File: config.mk
export PLATFORM = sky130hd
export DESIGN_NAME = sctl_port
export DESIGN_NICKNAME = d
export VERILOG_FILES = /design/src/rtl/sctl_pkg.sv /design/src/rtl/sctl_sync.sv /design/src/rtl/sctl_init.sv /design/src/rtl/sctl_shift.sv /design/src/rtl/sctl_regs.sv /design/src/rtl/sctl_port.sv
export SDC_FILE = /design/constraint.sdc
export NUM_CORES = 1
export LEC_CHECK = 0
export ABC_AREA = 0
export BUFFER_PORTS_ARGS = -buffer_cell sky130_fd_sc_hd__buf_4
export CORE_UTILIZATION = 53
export DETAILED_ROUTE_END_ITERATION = 6
export PLACE_DENSITY = 0.75
export SLEW_MARGIN = 20
export SYNTH_ARGS = -nofsm -noshare
export SYNTH_HDL_FRONTEND = slang
export SYNTH_HIERARCHICAL = 1
export SYNTH_SLANG_ARGS = --single-unit
File: constraint.sdc
create_clock -name clk_m -period 1.75 [get_ports clk_m]
set_input_delay 0.2625 -clock clk_m [delete_from_list [all_inputs] [get_ports clk_m]]
set_output_delay 0.2625 -clock clk_m [all_outputs]
set_load 0.005 [all_outputs]
File: src/rtl/sctl_pkg.sv
package sctl_pkg;
  localparam int WORD_W   = 16;
  localparam int ADDR_W   = 6;
  localparam int CE_W     = 6;
  localparam int PAY_W    = WORD_W - ADDR_W;
  localparam int CFG_BIT  = 4;

  // indices of the synchronized serial inputs
  localparam int SIG_DAT  = 0;
  localparam int SIG_BCLK = 1;
  localparam int SIG_LAT  = 2;
  localparam int SIG_N    = 3;

  localparam logic [ADDR_W-1:0] ADDR_MODE = 6'b011100;
  localparam logic [ADDR_W-1:0] ADDR_CFG  = 6'b011011;

  typedef enum logic [1:0] {
    FSG_48K  = 2'b00,
    FSG_44K1 = 2'b01,
    FSG_32K  = 2'b10,
    FSG_RSV  = 2'b11
  } fs_grp_e;

  typedef enum logic [1:0] {
    RATE_STD  = 2'b00,
    RATE_DBL  = 2'b01,
    RATE_HALF = 2'b10,
    RATE_RSV  = 2'b11
  } rate_e;

  // packed layout mirrors payload bits 9..0 of a mode word
  typedef struct packed {
    logic [CE_W-1:0] ce;
    logic [1:0]      sr;
    logic [1:0]      fs;
  } mode_t;

  localparam mode_t MODE_DEFAULT = '{ce: {CE_W{1'b1}}, sr: RATE_STD, fs: FSG_48K};
  localparam logic  CFG_DEFAULT  = 1'b0;
endpackage

File: src/rtl/sctl_sync.sv
module sctl_sync #(
  parameter int N      = 3,
  parameter int STAGES = 2
) (
  input  logic         clk,
  input  logic         rst_n,
  input  logic [N-1:0] raw,
  output logic [N-1:0] lvl,
  output logic [N-1:0] rise,
  output logic [N-1:0] fall
);
  localparam int SW = (STAGES < 2) ? 2 : STAGES;

  for (genvar i = 0; i < N; i++) begin : g_bit
    logic [SW-1:0] chain;
    logic          prev;

    always_ff @(posedge clk or negedge rst_n) begin
      if (!rst_n) begin
        chain <= '0;
        prev  <= 1'b0;
      end else begin
        chain <= {chain[SW-2:0], raw[i]};
        prev  <= chain[SW-1];
      end
    end

    assign lvl[i]  = chain[SW-1];
    assign rise[i] = chain[SW-1] & ~prev;
    assign fall[i] = ~chain[SW-1] & prev;
  end
endmodule

File: src/rtl/sctl_init.sv
module sctl_init #(
  parameter int CYCLES = 1024
) (
  input  logic clk,
  input  logic rst_n,
  output logic done
);
  localparam int CW = $clog2(CYCLES + 1);
  localparam logic [CW-1:0] LAST = CW'(CYCLES - 1);

  logic [CW-1:0] cnt;

  always_ff @(posedge clk or negedge rst_n) begin
    if (!rst_n) begin
      cnt  <= '0;
      done <= 1'b0;
    end else if (!done) begin
      cnt <= cnt + 1'b1;
      if (cnt == LAST) done <= 1'b1;
    end
  end
endmodule

File: src/rtl/sctl_shift.sv
module sctl_shift #(
  parameter int W = 16
) (
  input  logic         clk,
  input  logic         rst_n,
  input  logic         en,
  input  logic         bit_stb,
  input  logic         bit_val,
  input  logic         lat_lvl,
  input  logic         lat_fall,
  input  logic         lat_rise,
  output logic [W-1:0] word,
  output logic         commit
);
  localparam int CNT_W = $clog2(W + 1);
  localparam logic [CNT_W-1:0] FULL = CNT_W'(W);

  logic [CNT_W-1:0] nbits;
  logic             full;

  assign full   = (nbits == FULL);
  assign commit = en & lat_rise & full;

  always_ff @(posedge clk or negedge rst_n) begin
    if (!rst_n) begin
      word  <= '0;
      nbits <= '0;
    end else if (en) begin
      if (lat_fall) begin
        nbits <= '0;
      end else if (bit_stb && !lat_lvl) begin
        word <= {word[W-2:0], bit_val};
        if (!full) nbits <= nbits + 1'b1;
      end
    end
  end
endmodule

File: src/rtl/sctl_regs.sv
module sctl_regs
  import sctl_pkg::*;
(
  input  logic              clk,
  input  logic              rst_n,
  input  logic              init_done,
  input  logic              commit,
  input  logic [WORD_W-1:0] word,
  output mode_t             mode_q,
  output logic              cfg_q
);
  logic [ADDR_W-1:0] addr;
  logic [PAY_W-1:0]  pay;

  assign addr = word[WORD_W-1 -: ADDR_W];
  assign pay  = word[PAY_W-1:0];

  always_ff @(posedge clk or negedge rst_n) begin
    if (!rst_n) begin
      mode_q <= MODE_DEFAULT;
      cfg_q  <= CFG_DEFAULT;
    end else if (!init_done) begin
      mode_q <= MODE_DEFAULT;
      cfg_q  <= CFG_DEFAULT;
    end else if (commit) begin
      case (addr)
        ADDR_MODE: mode_q <= mode_t'(pay);
        ADDR_CFG:  cfg_q  <= pay[CFG_BIT];
        default:   ;
      endcase
    end
  end
endmodule

File: src/rtl/sctl_port.sv
module sctl_port
  import sctl_pkg::*;
#(
  parameter int RST_CYCLES  = 1024,
  parameter int SYNC_STAGES = 2
) (
  input  logic            clk_m,
  input  logic            rst_n,
  input  logic            ser_dat,
  input  logic            ser_bclk,
  input  logic            ser_latch,
  input  logic            csel_pin,
  output logic [1:0]      fs_grp,
  output logic [1:0]      rate_sel,
  output logic [CE_W-1:0] clk_en,
  output logic            pwr_dn,
  output logic [1:0]      var_sel
);
  logic [SIG_N-1:0]  lvl_w, rise_w, fall_w;
  logic              init_done;
  logic [WORD_W-1:0] word_w;
  logic              commit_w;
  mode_t             mode_w;
  logic              cfg_w;
  logic              sync_unused;

  sctl_sync #(.N(SIG_N), .STAGES(SYNC_STAGES)) u_sync (
    .clk  (clk_m),
    .rst_n(rst_n),
    .raw  ({ser_latch, ser_bclk, ser_dat}),
    .lvl  (lvl_w),
    .rise (rise_w),
    .fall (fall_w)
  );

  assign sync_unused = ^{rise_w[SIG_DAT], fall_w[SIG_DAT], fall_w[SIG_BCLK], lvl_w[SIG_BCLK]};

  sctl_init #(.CYCLES(RST_CYCLES)) u_init (
    .clk  (clk_m),
    .rst_n(rst_n),
    .done (init_done)
  );

  sctl_shift #(.W(WORD_W)) u_shift (
    .clk     (clk_m),
    .rst_n   (rst_n),
    .en      (init_done),
    .bit_stb (rise_w[SIG_BCLK]),
    .bit_val (lvl_w[SIG_DAT]),
    .lat_lvl (lvl_w[SIG_LAT]),
    .lat_fall(fall_w[SIG_LAT]),
    .lat_rise(rise_w[SIG_LAT]),
    .word    (word_w),
    .commit  (commit_w)
  );

  sctl_regs u_regs (
    .clk      (clk_m),
    .rst_n    (rst_n),
    .init_done(init_done),
    .commit   (commit_w),
    .word     (word_w),
    .mode_q   (mode_w),
    .cfg_q    (cfg_w)
  );

  assign fs_grp   = mode_w.fs;
  assign rate_sel = mode_w.sr;
  assign clk_en   = mode_w.ce;
  assign pwr_dn   = ~|mode_w.ce;
  assign var_sel  = {cfg_w, csel_pin};
endmodule

==> results of run 1 <==
[worst max path at each step]
stage	slack, ps	endpoint
2_1_floorplan	-20	u_regs/mode_q[4]
3_3_place_gp	20	u_regs/mode_q[7]
3_5_place_dp	-110	u_regs/mode_q[8]
4_1_cts	-80	u_regs/mode_q[8]
5_1_grt	-190	u_regs/mode_q[9]
6_report	-70	u_regs/mode_q[5]
[final cells by class]
class	instances	share of cell area (%)
Sequential cell	52	48.54
Multi-Input combinational cell	118	35.87
Timing Repair Buffer	30	9.188
Clock buffer	5	2.552
Tap cell	50	2.320
Clock inverter	3	0.9745
Inverter	4	0.5568
[timing repair]
item,in CTS,in global routing
hold buffers,1,0
resized for setup,7,0
gates cloned,1,0
setup buffers,1,0
pin swaps,1,0
endpoints found under the setup margin,11,12
endpoints found under the hold margin,46,0
[metrics by stage]
| stage | power (mW) | setup TNS (ps) | hold WS [ps] |
|---|---|---|---|
| after floorplan | 1.250 | -159.8 | -33.09 |
| after global placement | 1.278 | 0 | 308.1 |
| after detailed placement | 1.281 | -897.6 | 321.5 |
| after CTS | 1.979 | -532.2 | 49.36 |
| after global routing | 2.026 | -1863 | 47.06 |
| final | 1.946 | -399.9 | 60.32 |
[cell usage in the layout (no fill, tap or decap), types with 2 or more instances in the layout]
cell / count
clkbuf_8: 5
dfstp_2: 6
nand4b_1: 2
ha_1: 3
nand2_1: 19
nand3_1: 2
mux2_4: 8
o41ai_1: 2
xor2_1: 7
buf_4: 26
inv_1: 4
clkinv_4: 2
mux2i_1: 10
nand4_1: 4
and2b_1: 2
xnor2_1: 3
nor4b_1: 2
nand3b_1: 2
dfrtp_1: 46
nor2b_1: 16
o21ai_0: 2
nor2_1: 3
nor3_1: 4
mux2_2: 9
buf_6: 2
[state kept, by name (all words and copies together) (netlist names)]
register	count
u_init/cnt	11
u_sync/g_bit.chain	6
u_init/done	1
u_sync/g_bit.prev	2
u_shift/word	16
u_regs/mode_q	10
u_regs/cfg_q	1
u_shift/nbits	5
[critical path: stages, from the launching register on]
cell	delay (ps)
dfrtp_1	390
inv_1	70
ha_1	140
nand4bb_1	140
nor2_2	170
nand4b_4	130
nor4b_4	300
buf_6	180
mux2i_1	220
[report_power, final]
group	internal, mW	switching (mW)
Combinational	0.0143	0.0296
Sequential	1.21	0.00304
Clock	0.292	0.397
Total	1.52	0.430
[routing by layer]
| metal | share of wire (%) | GRT usage, % |
|---|---|---|
| met1 | 44 | 21.37 |
| met5 | 0 | 0 |
| met3 | 2.9 | 3.947 |
| met4 | 1.8 | 9.949 |
| met2 | 52 | 32.77 |
==> impl_metrics.py, run 1 <==
metrics = {
    "outcome": {
        "outcome": "complete, but fails checks",
        "violations": "setup timing",
    },
    "place": {
        "port-buffer-count": 16,
        "gp_congestion": 0.7692,
        "placed_cells": 251,
        "place_ws_ps": -114.3,
        "postPlaceCellArea_um2": 2556,
        "dp_hpwl_um": 2689,
    },
    "die": {
        "die_h_um": 68.85,
        "start_util_pct": 57.16,
        "ios": 19,
        "core_um2": 4144,
        "die_x_um": 68.85,
        "dieArea_um2": 4740,
        "row_count": 23,
    },
    "critical_path": {
        "critPathRequiredTime_ps": 1980,
        "start_kind": "flop",
        "reg2reg_to": "u_regs/mode_q[5]",
        "rrSetupSlack_ps": -70,
        "worstPathArrival_ps": 2050,
        "cp_max_fo": 5,
        "endpoint_kind": "flop",
        "r2r_cells": 8,
        "crit_start": "u_shift/nbits[0]",
        "worstSetupPathType": "flop to flop",
        "worstReg2RegStart": "u_shift/nbits[0]",
    },
    "cells_and_area": {
        "drive_gt1_share_pct": 32.55,
        "multi_input_area_um2": 967.2,
        "final_cells": 262,
        "final_nets": 220,
        "final_area_um2": 2696,
        "seqCellArea_um2": 1309,
        "diodes": 0,
        "area_growth_syn_to_layout_pct": 13.84,
        "postLayoutCoreUtil_pct": 65.07,
        "nFillCells": 332,
    },
    "clock_network": {
        "cts_max_path_buffers": 2,
        "tritoncts": "built",
        "h-tree-depth": 2,
        "clk_pin_slew_worst_paths_ps": 100,
        "cts_buffers": 5,
        "clk_latency_ps": 310,
        "cts-root-buf": "clkbuf_8",
        "cts.sinks": 52,
    },
    "sta": {
        "setup_violations": 10,
        "slew_headroom_pct": 57.89,
        "fin_ws_ps": -70.42,
        "worst_slew_pin_slew_ps": 631.6,
        "clock-skew-final_ps": 7.808,
        "fmax_mhz": 549.3,
        "maxSlewViolCount": 0,
        "hold_viol_final": 0,
        "fin_crit_sh_pct": 104.0,
        "rsz0062_at_grt": "yes",
        "finalCriticalPeriod_ps": 1820,
    },
    "grt": {
        "antenna_found_initial": 0,
        "grt_pass1_vias": 1485,
        "grt_usage_pct": 18.77,
        "grt_pass1_wl_um": 6334,
        "overflow": 0,
        "grt_max_degree": 53,
    },
    "power": {
        "p_leak_nw": 1.206,
        "vdd_drop_max_mv": 0.5892,
        "power_density_nw_per_um2": 721.8,
    },
    "synthesis": {
        "avgSynthCellArea_um2": 12.87,
        "synthesis.nets": 193,
        "syn_inst": 184,
        "syn_area_um2": 2369,
        "synth_warnings": 6,
    },
    "worst_hold_path": {
        "whs_path_depth": 1,
        "hold_path_end": "u_sync/g_bit[1].chain[0]",
        "hp-class": "input pin to flop",
        "hold_start": "ser_bclk",
    },
    "detailed_routing": {
        "ant_nets": 0,
        "dr.pass1.iters": 4,
        "viasPerCell": 5.542,
        "drc": 0,
        "avgRoutedWirePerCell_um": 15.02,
        "drtIter0Drc": 102,
        "vias": 1452,
        "wl_um": 3935,
    },
    "job": {
        "maxCapViolCount": 0,
    },
}
No activity file was read; power rests on OpenSTA's default activity.
==> run 2: changes to the inputs <==
--- a/config.mk
+++ b/config.mk
@@ -9,7 +9,7 @@
 export BUFFER_PORTS_ARGS = -buffer_cell sky130_fd_sc_hd__buf_4
 export CORE_UTILIZATION = 53
 export DETAILED_ROUTE_END_ITERATION = 6
-export PLACE_DENSITY = 0.75
+export PLACE_DENSITY_LB_ADDON = 0.25
 export SLEW_MARGIN = 20
 export SYNTH_ARGS = -nofsm -noshare
 export SYNTH_HDL_FRONTEND = slang
==> impl_metrics.py, run 2 (synthesized netlist as in run 1, its figures left out) <==
metrics = {
    "place": {
        "port-buffer-count": 16,
        "place_ws_ps": -126.0,
        "gp_congestion": 0.7619,
        "dp_hpwl_um": 2706,
    },
    "clock_network": {
        "clk_pin_slew_worst_paths_ps": 90,
        "cts.sinks": 52,
        "cts_buffers": 5,
        "clk_latency_ps": 300,
        "tritoncts": "built",
        "cts-root-buf": "clkbuf_8",
        "cts_max_path_buffers": 2,
        "h-tree-depth": 2,
    },
    "power": {
        "total_power_mw": 1.946,
        "p_leak_nw": 1.228,
        "vdd_drop_max_mv": 0.4766,
        "power_density_nw_per_um2": 704.5,
    },
    "critical_path": {
        "crit_buf_inv": 2,
        "worstSetupPathType": "flop to flop",
        "cp_max_fo": 5,
        "worstPathArrival_ps": 2080,
        "critPathRequiredTime_ps": 1980,
        "critPathTopFamily": "simple AND/OR/NAND/NOR gates",
        "crit_chain": "inv_2 -> ha_4 -> nand4bb_4 -> nor2_4 -> nand4b_4 -> nor4b_4 -> buf_6 -> mux2i_1",
        "start_kind": "flop",
        "slowest_stage": "dfrtp_1",
        "cpPeakStageDelay_ps": 400,
        "endpoint_kind": "flop",
    },
    "detailed_routing": {
        "ant_nets": 0,
        "drtIter0Drc": 71,
        "viasPerCell": 5.637,
        "drc": 0,
        "wl_um": 4250,
        "dr.pass1.iters": 4,
        "vias": 1505,
        "avgRoutedWirePerCell_um": 15.92,
    },
    "outcome": {
        "outcome": "complete, but fails checks",
        "violations": "setup timing",
    },
    "sta": {
        "fmax_mhz": 539.4,
        "slew_headroom_pct": 58.17,
        "hold_viol_final": 0,
        "rsz0062_at_grt": "yes",
        "setup_violations": 11,
        "worst_slew_pin_slew_ps": 627.5,
        "fin_crit_sh_pct": 105.9,
        "maxSlewViolCount": 0,
        "clock-skew-final_ps": 3.272,
        "finalCriticalPeriod_ps": 1854,
        "fin_ws_ps": -104.0,
    },
    "cells_and_area": {
        "drive_gt1_share_pct": 35.02,
        "final_cell_mix": "46 x dfrtp_1, 31 x buf_4, 19 x nand2_1",
        "layout_commonest_cell": "dfrtp_1",
        "top_register": "u_shift/word",
        "final_nets": 225,
        "reg_top3": "u_shift/word (16), u_init/cnt (11), u_regs/mode_q (10)",
        "area_growth_syn_to_layout_pct": 16.64,
        "nFillCells": 313,
        "diodes": 0,
        "multi_input_area_um2": 1001,
        "seqCellArea_um2": 1309,
        "largest_reg_flops": 16,
    },
    "die": {
        "ios": 19,
        "dieArea_um2": 4740,
        "row_count": 23,
        "die_h_um": 68.85,
        "start_util_pct": 57.16,
        "die_x_um": 68.85,
        "core_um2": 4144,
    },
    "job": {
        "maxCapViolCount": 0,
    },
    "grt": {
        "grt_pass1_wl_um": 6561,
        "grt_pass1_vias": 1495,
        "overflow": 0,
        "grt_max_degree": 53,
        "grt_usage_pct": 19.61,
        "antenna_found_initial": 0,
    },
    "worst_hold_path": {
        "hp-class": "input pin to flop",
    },
}
[run 2: final cells by class]
cell class / count / share of cell area, %
Inverter: 4 / 0.5435
Multi-Input combinational cell: 118 / 36.23
Sequential cell: 52 / 47.37
Tap cell: 50 / 2.264
Timing Repair Buffer: 35 / 10.33
Clock buffer: 8 / 3.261
[run 2: worst paths after layout]
path,start,to,slack (ps),cells past startpoint
worst max-delay path,u_shift/nbits[0],u_regs/mode_q[4],-100,8
max in group asynchronous,rst_n,u_init/cnt[2],810,2
worst min register to register,u_sync/g_bit[2].chain[0],u_sync/g_bit[2].chain[1],360,0
min in group asynchronous,rst_n,u_shift/nbits[0],510,2
worst min-delay path,ser_bclk,u_sync/g_bit[1].chain[0],60,1
worst max register to register,u_shift/nbits[0],u_regs/mode_q[4],-100,8
[run 2: metrics by stage]
step / TNS [ps] / utilization (%) / hold slack [ps] / area (um^2) / std cells
after global placement: 0 / 61.68 / 314.0 / 2556 / 251
after global routing: -1985 / 66.67 / 41.55 / 2763 / 267
after CTS: -721.9 / 65.70 / 51.41 / 2723 / 265
after detailed placement: -1054 / 61.68 / 329.4 / 2556 / 251
final: -880.2 / 66.67 / 58.93 / 2763 / 267
after floorplan: -159.8 / - / -33.09 / 2371 / 184
[run 2: power breakdown]
group          total, mW  internal (mW)  switching, mW
logic             0.0437         0.0144         0.0294
clock network      0.689          0.323          0.366
registers           1.21           1.21        0.00336
total               1.95           1.55          0.399
[run 2: timing repair]
action                                 4_1_cts  5_1_grt
resized for setup                           10        6
setup buffers                                4        2
gates cloned                                 1        0
hold buffers                                 1        0
pin swaps                                    3        2
endpoints found under the hold margin        6        0
setup endpoints to repair                   10       14
[run 2: routing by layer]
metal  vias to the layer above  global-route usage, %  wire length (um)
li1                        696                      -                 -
met1                       769                  21.90              1870
met2                        32                  34.71              2179
met3                         8                  4.934               132
met4                         0                  9.184                68
met5                         -                      0                 0
==> run 3: changes to the inputs <==
--- a/config.mk
+++ b/config.mk
@@ -5,9 +5,9 @@
 export SDC_FILE = /design/constraint.sdc
 export NUM_CORES = 1
 export LEC_CHECK = 0
-export ABC_AREA = 0
 export BUFFER_PORTS_ARGS = -buffer_cell sky130_fd_sc_hd__buf_4
 export CORE_UTILIZATION = 53
+export CTS_BUF_LIST = sky130_fd_sc_hd__clkbuf_8
 export DETAILED_ROUTE_END_ITERATION = 6
 export PLACE_DENSITY_LB_ADDON = 0.25
 export SLEW_MARGIN = 20
==> impl_metrics.py, run 3 (synthesized netlist as in run 1, its figures left out) <==
metrics = {
    "sta": {
        "slew_headroom_pct": 58.18,
        "fin_tns_setup_ps": -893.5,
        "maxSlewViolCount": 0,
        "finalCriticalPeriod_ps": 1855,
        "worst_slew_pin_slew_ps": 627.2,
        "fmax_mhz": 539.0,
        "fin_crit_sh_pct": 106.0,
        "hold_viol_final": 0,
        "rsz0062_at_grt": "yes",
        "fin_ws_ps": -105.4,
        "setup_violations": 11,
        "clock-skew-final_ps": 4.350,
        "fin_hold_ws_ps": 57.44,
    },
    "critical_path": {
        "worstSetupPathType": "flop to flop",
        "worstPathArrival_ps": 2090,
        "start_kind": "flop",
        "endpoint_kind": "flop",
        "cp_max_fo": 5,
        "critPathRequiredTime_ps": 1980,
    },
    "clock_network": {
        "cts-root-buf": "clkbuf_8",
        "cts_buffers": 5,
        "h-tree-depth": 2,
        "clk_latency_ps": 300,
        "cts_max_path_buffers": 2,
        "tritoncts": "built",
        "clk_pin_slew_worst_paths_ps": 90,
        "cts.sinks": 52,
    },
    "grt": {
        "grt_max_degree": 53,
        "grt_pass1_vias": 1495,
        "grt_usage_pct": 19.61,
        "grt_pass1_wl_um": 6561,
        "overflow": 0,
        "antenna_found_initial": 0,
    },
    "detailed_routing": {
        "avgRoutedWirePerCell_um": 15.90,
        "dr.pass1.iters": 4,
        "ant_nets": 0,
        "drc": 0,
        "viasPerCell": 5.610,
        "wl_um": 4244,
        "vias": 1498,
        "drtIter0Drc": 71,
    },
    "outcome": {
        "outcome": "complete, but fails checks",
        "violations": "setup timing",
    },
    "cells_and_area": {
        "drive_gt1_share_pct": 35.02,
        "final_cell_mix": "46 x dfrtp_1, 31 x buf_4, 19 x nand2_1",
        "final_area_um2": 2763,
        "reg_top3": "u_shift/word (16), u_init/cnt (11), u_regs/mode_q (10)",
        "postLayoutCoreUtil_pct": 66.67,
        "final_nets": 225,
        "layout_commonest_cell": "dfrtp_1",
        "top_register": "u_shift/word",
        "largest_reg_flops": 16,
        "area_growth_syn_to_layout_pct": 16.64,
        "diodes": 0,
    },
    "die": {
        "core_um2": 4144,
        "die_h_um": 68.85,
        "start_util_pct": 57.16,
        "die_x_um": 68.85,
        "dieArea_um2": 4740,
        "ios": 19,
        "row_count": 23,
    },
    "power": {
        "intPower_mw": 1.536,
        "p_comb_share_pct": 2.3,
        "power_density_nw_per_um2": 701.2,
        "total_power_mw": 1.937,
        "power_frac_seq_pct": 62.7,
        "p_sw_share_pct": 20.70,
        "vdd_drop_max_mv": 0.4775,
        "p_leak_nw": 1.237,
        "power.share.clock_pct": 35.1,
        "p_sw_uw": 400.9,
    },
    "place": {
        "postPlaceCellArea_um2": 2556,
        "gp_congestion": 0.7619,
        "port-buffer-count": 16,
        "dp_hpwl_um": 2706,
    },
    "worst_hold_path": {
        "hp-class": "input pin to flop",
    },
    "job": {
        "maxCapViolCount": 0,
    },
}
run 3: cell count changes in the layout (fill, tap and decap cells not counted), sizes merged:
| cell | delta |
|---|---|
| clkbuf | -2 |
| inv | +2 |
run 3: layer usage:
| metal | global-route usage (%) | routed length [um] |
|---|---|---|
| met1 | 21.90 | 1864 |
| met2 | 34.71 | 2172 |
| met3 | 4.934 | 139 |
| met4 | 9.184 | 68 |
| met5 | 0 | 0 |
run 3: cell type report:
cell class,instances,area (um^2)
Multi-Input combinational cell,118,1001
Timing Repair Buffer,35,285.3
Tap cell,50,62.56
Clock buffer,6,82.58
Sequential cell,52,1309
Clock inverter,2,7.507
Fill cell,313,1381
Inverter,4,15.01
run 3: stage by stage:
step           setup slack (ps)  cells
5_1_grt                  -204.1    267
6_report                 -105.4    267
3_5_place_dp             -126.0    251
4_1_cts                  -94.82    265
3_3_place_gp              24.16    251
2_1_floorplan            -17.13    184
run 3: worst paths after layout:
check	slack, ps	endpoint	start	cells after the start
min in group asynchronous	510	u_shift/nbits[0]	rst_n	2
worst min-delay path	60	u_sync/g_bit[1].chain[0]	ser_bclk	1
max in group asynchronous	810	u_init/cnt[2]	rst_n	2
worst min register to register	360	u_sync/g_bit[2].chain[1]	u_sync/g_bit[2].chain[0]	0
worst max register to register	-110	u_regs/mode_q[4]	u_shift/nbits[0]	8
worst max-delay path	-110	u_regs/mode_q[4]	u_shift/nbits[0]	8
run 3: repair_timing:
item	4_1_cts	5_1_grt
gates resized for setup	10	6
hold buffers	1	0
endpoints found under the setup margin	10	14
endpoints found under the hold margin	6	0
pin swaps	3	2
cloned	1	0
buffers inserted	4	2
run 3: worst max-delay path: stages (launching register included):
cell and delay (ps):
dfrtp_1 400, inv_2 80, ha_4 140, nand4bb_4 130, nor2_4 120, nand4b_4 130
nor4b_4 380, buf_6 190, mux2i_1 210
run 3: power groups by stage:
| stage | Clock (mW) | Sequential [mW] | Combinational, mW |
|---|---|---|---|
| floorplan | 0 | 1.24 | 0.0132 |
| global placement | 0 | 1.24 | 0.0423 |
| detailed placement | 0 | 1.24 | 0.0442 |
| CTS | 0.696 | 1.21 | 0.0463 |
| global route | 0.744 | 1.21 | 0.0504 |
| finish | 0.680 | 1.21 | 0.0437 |
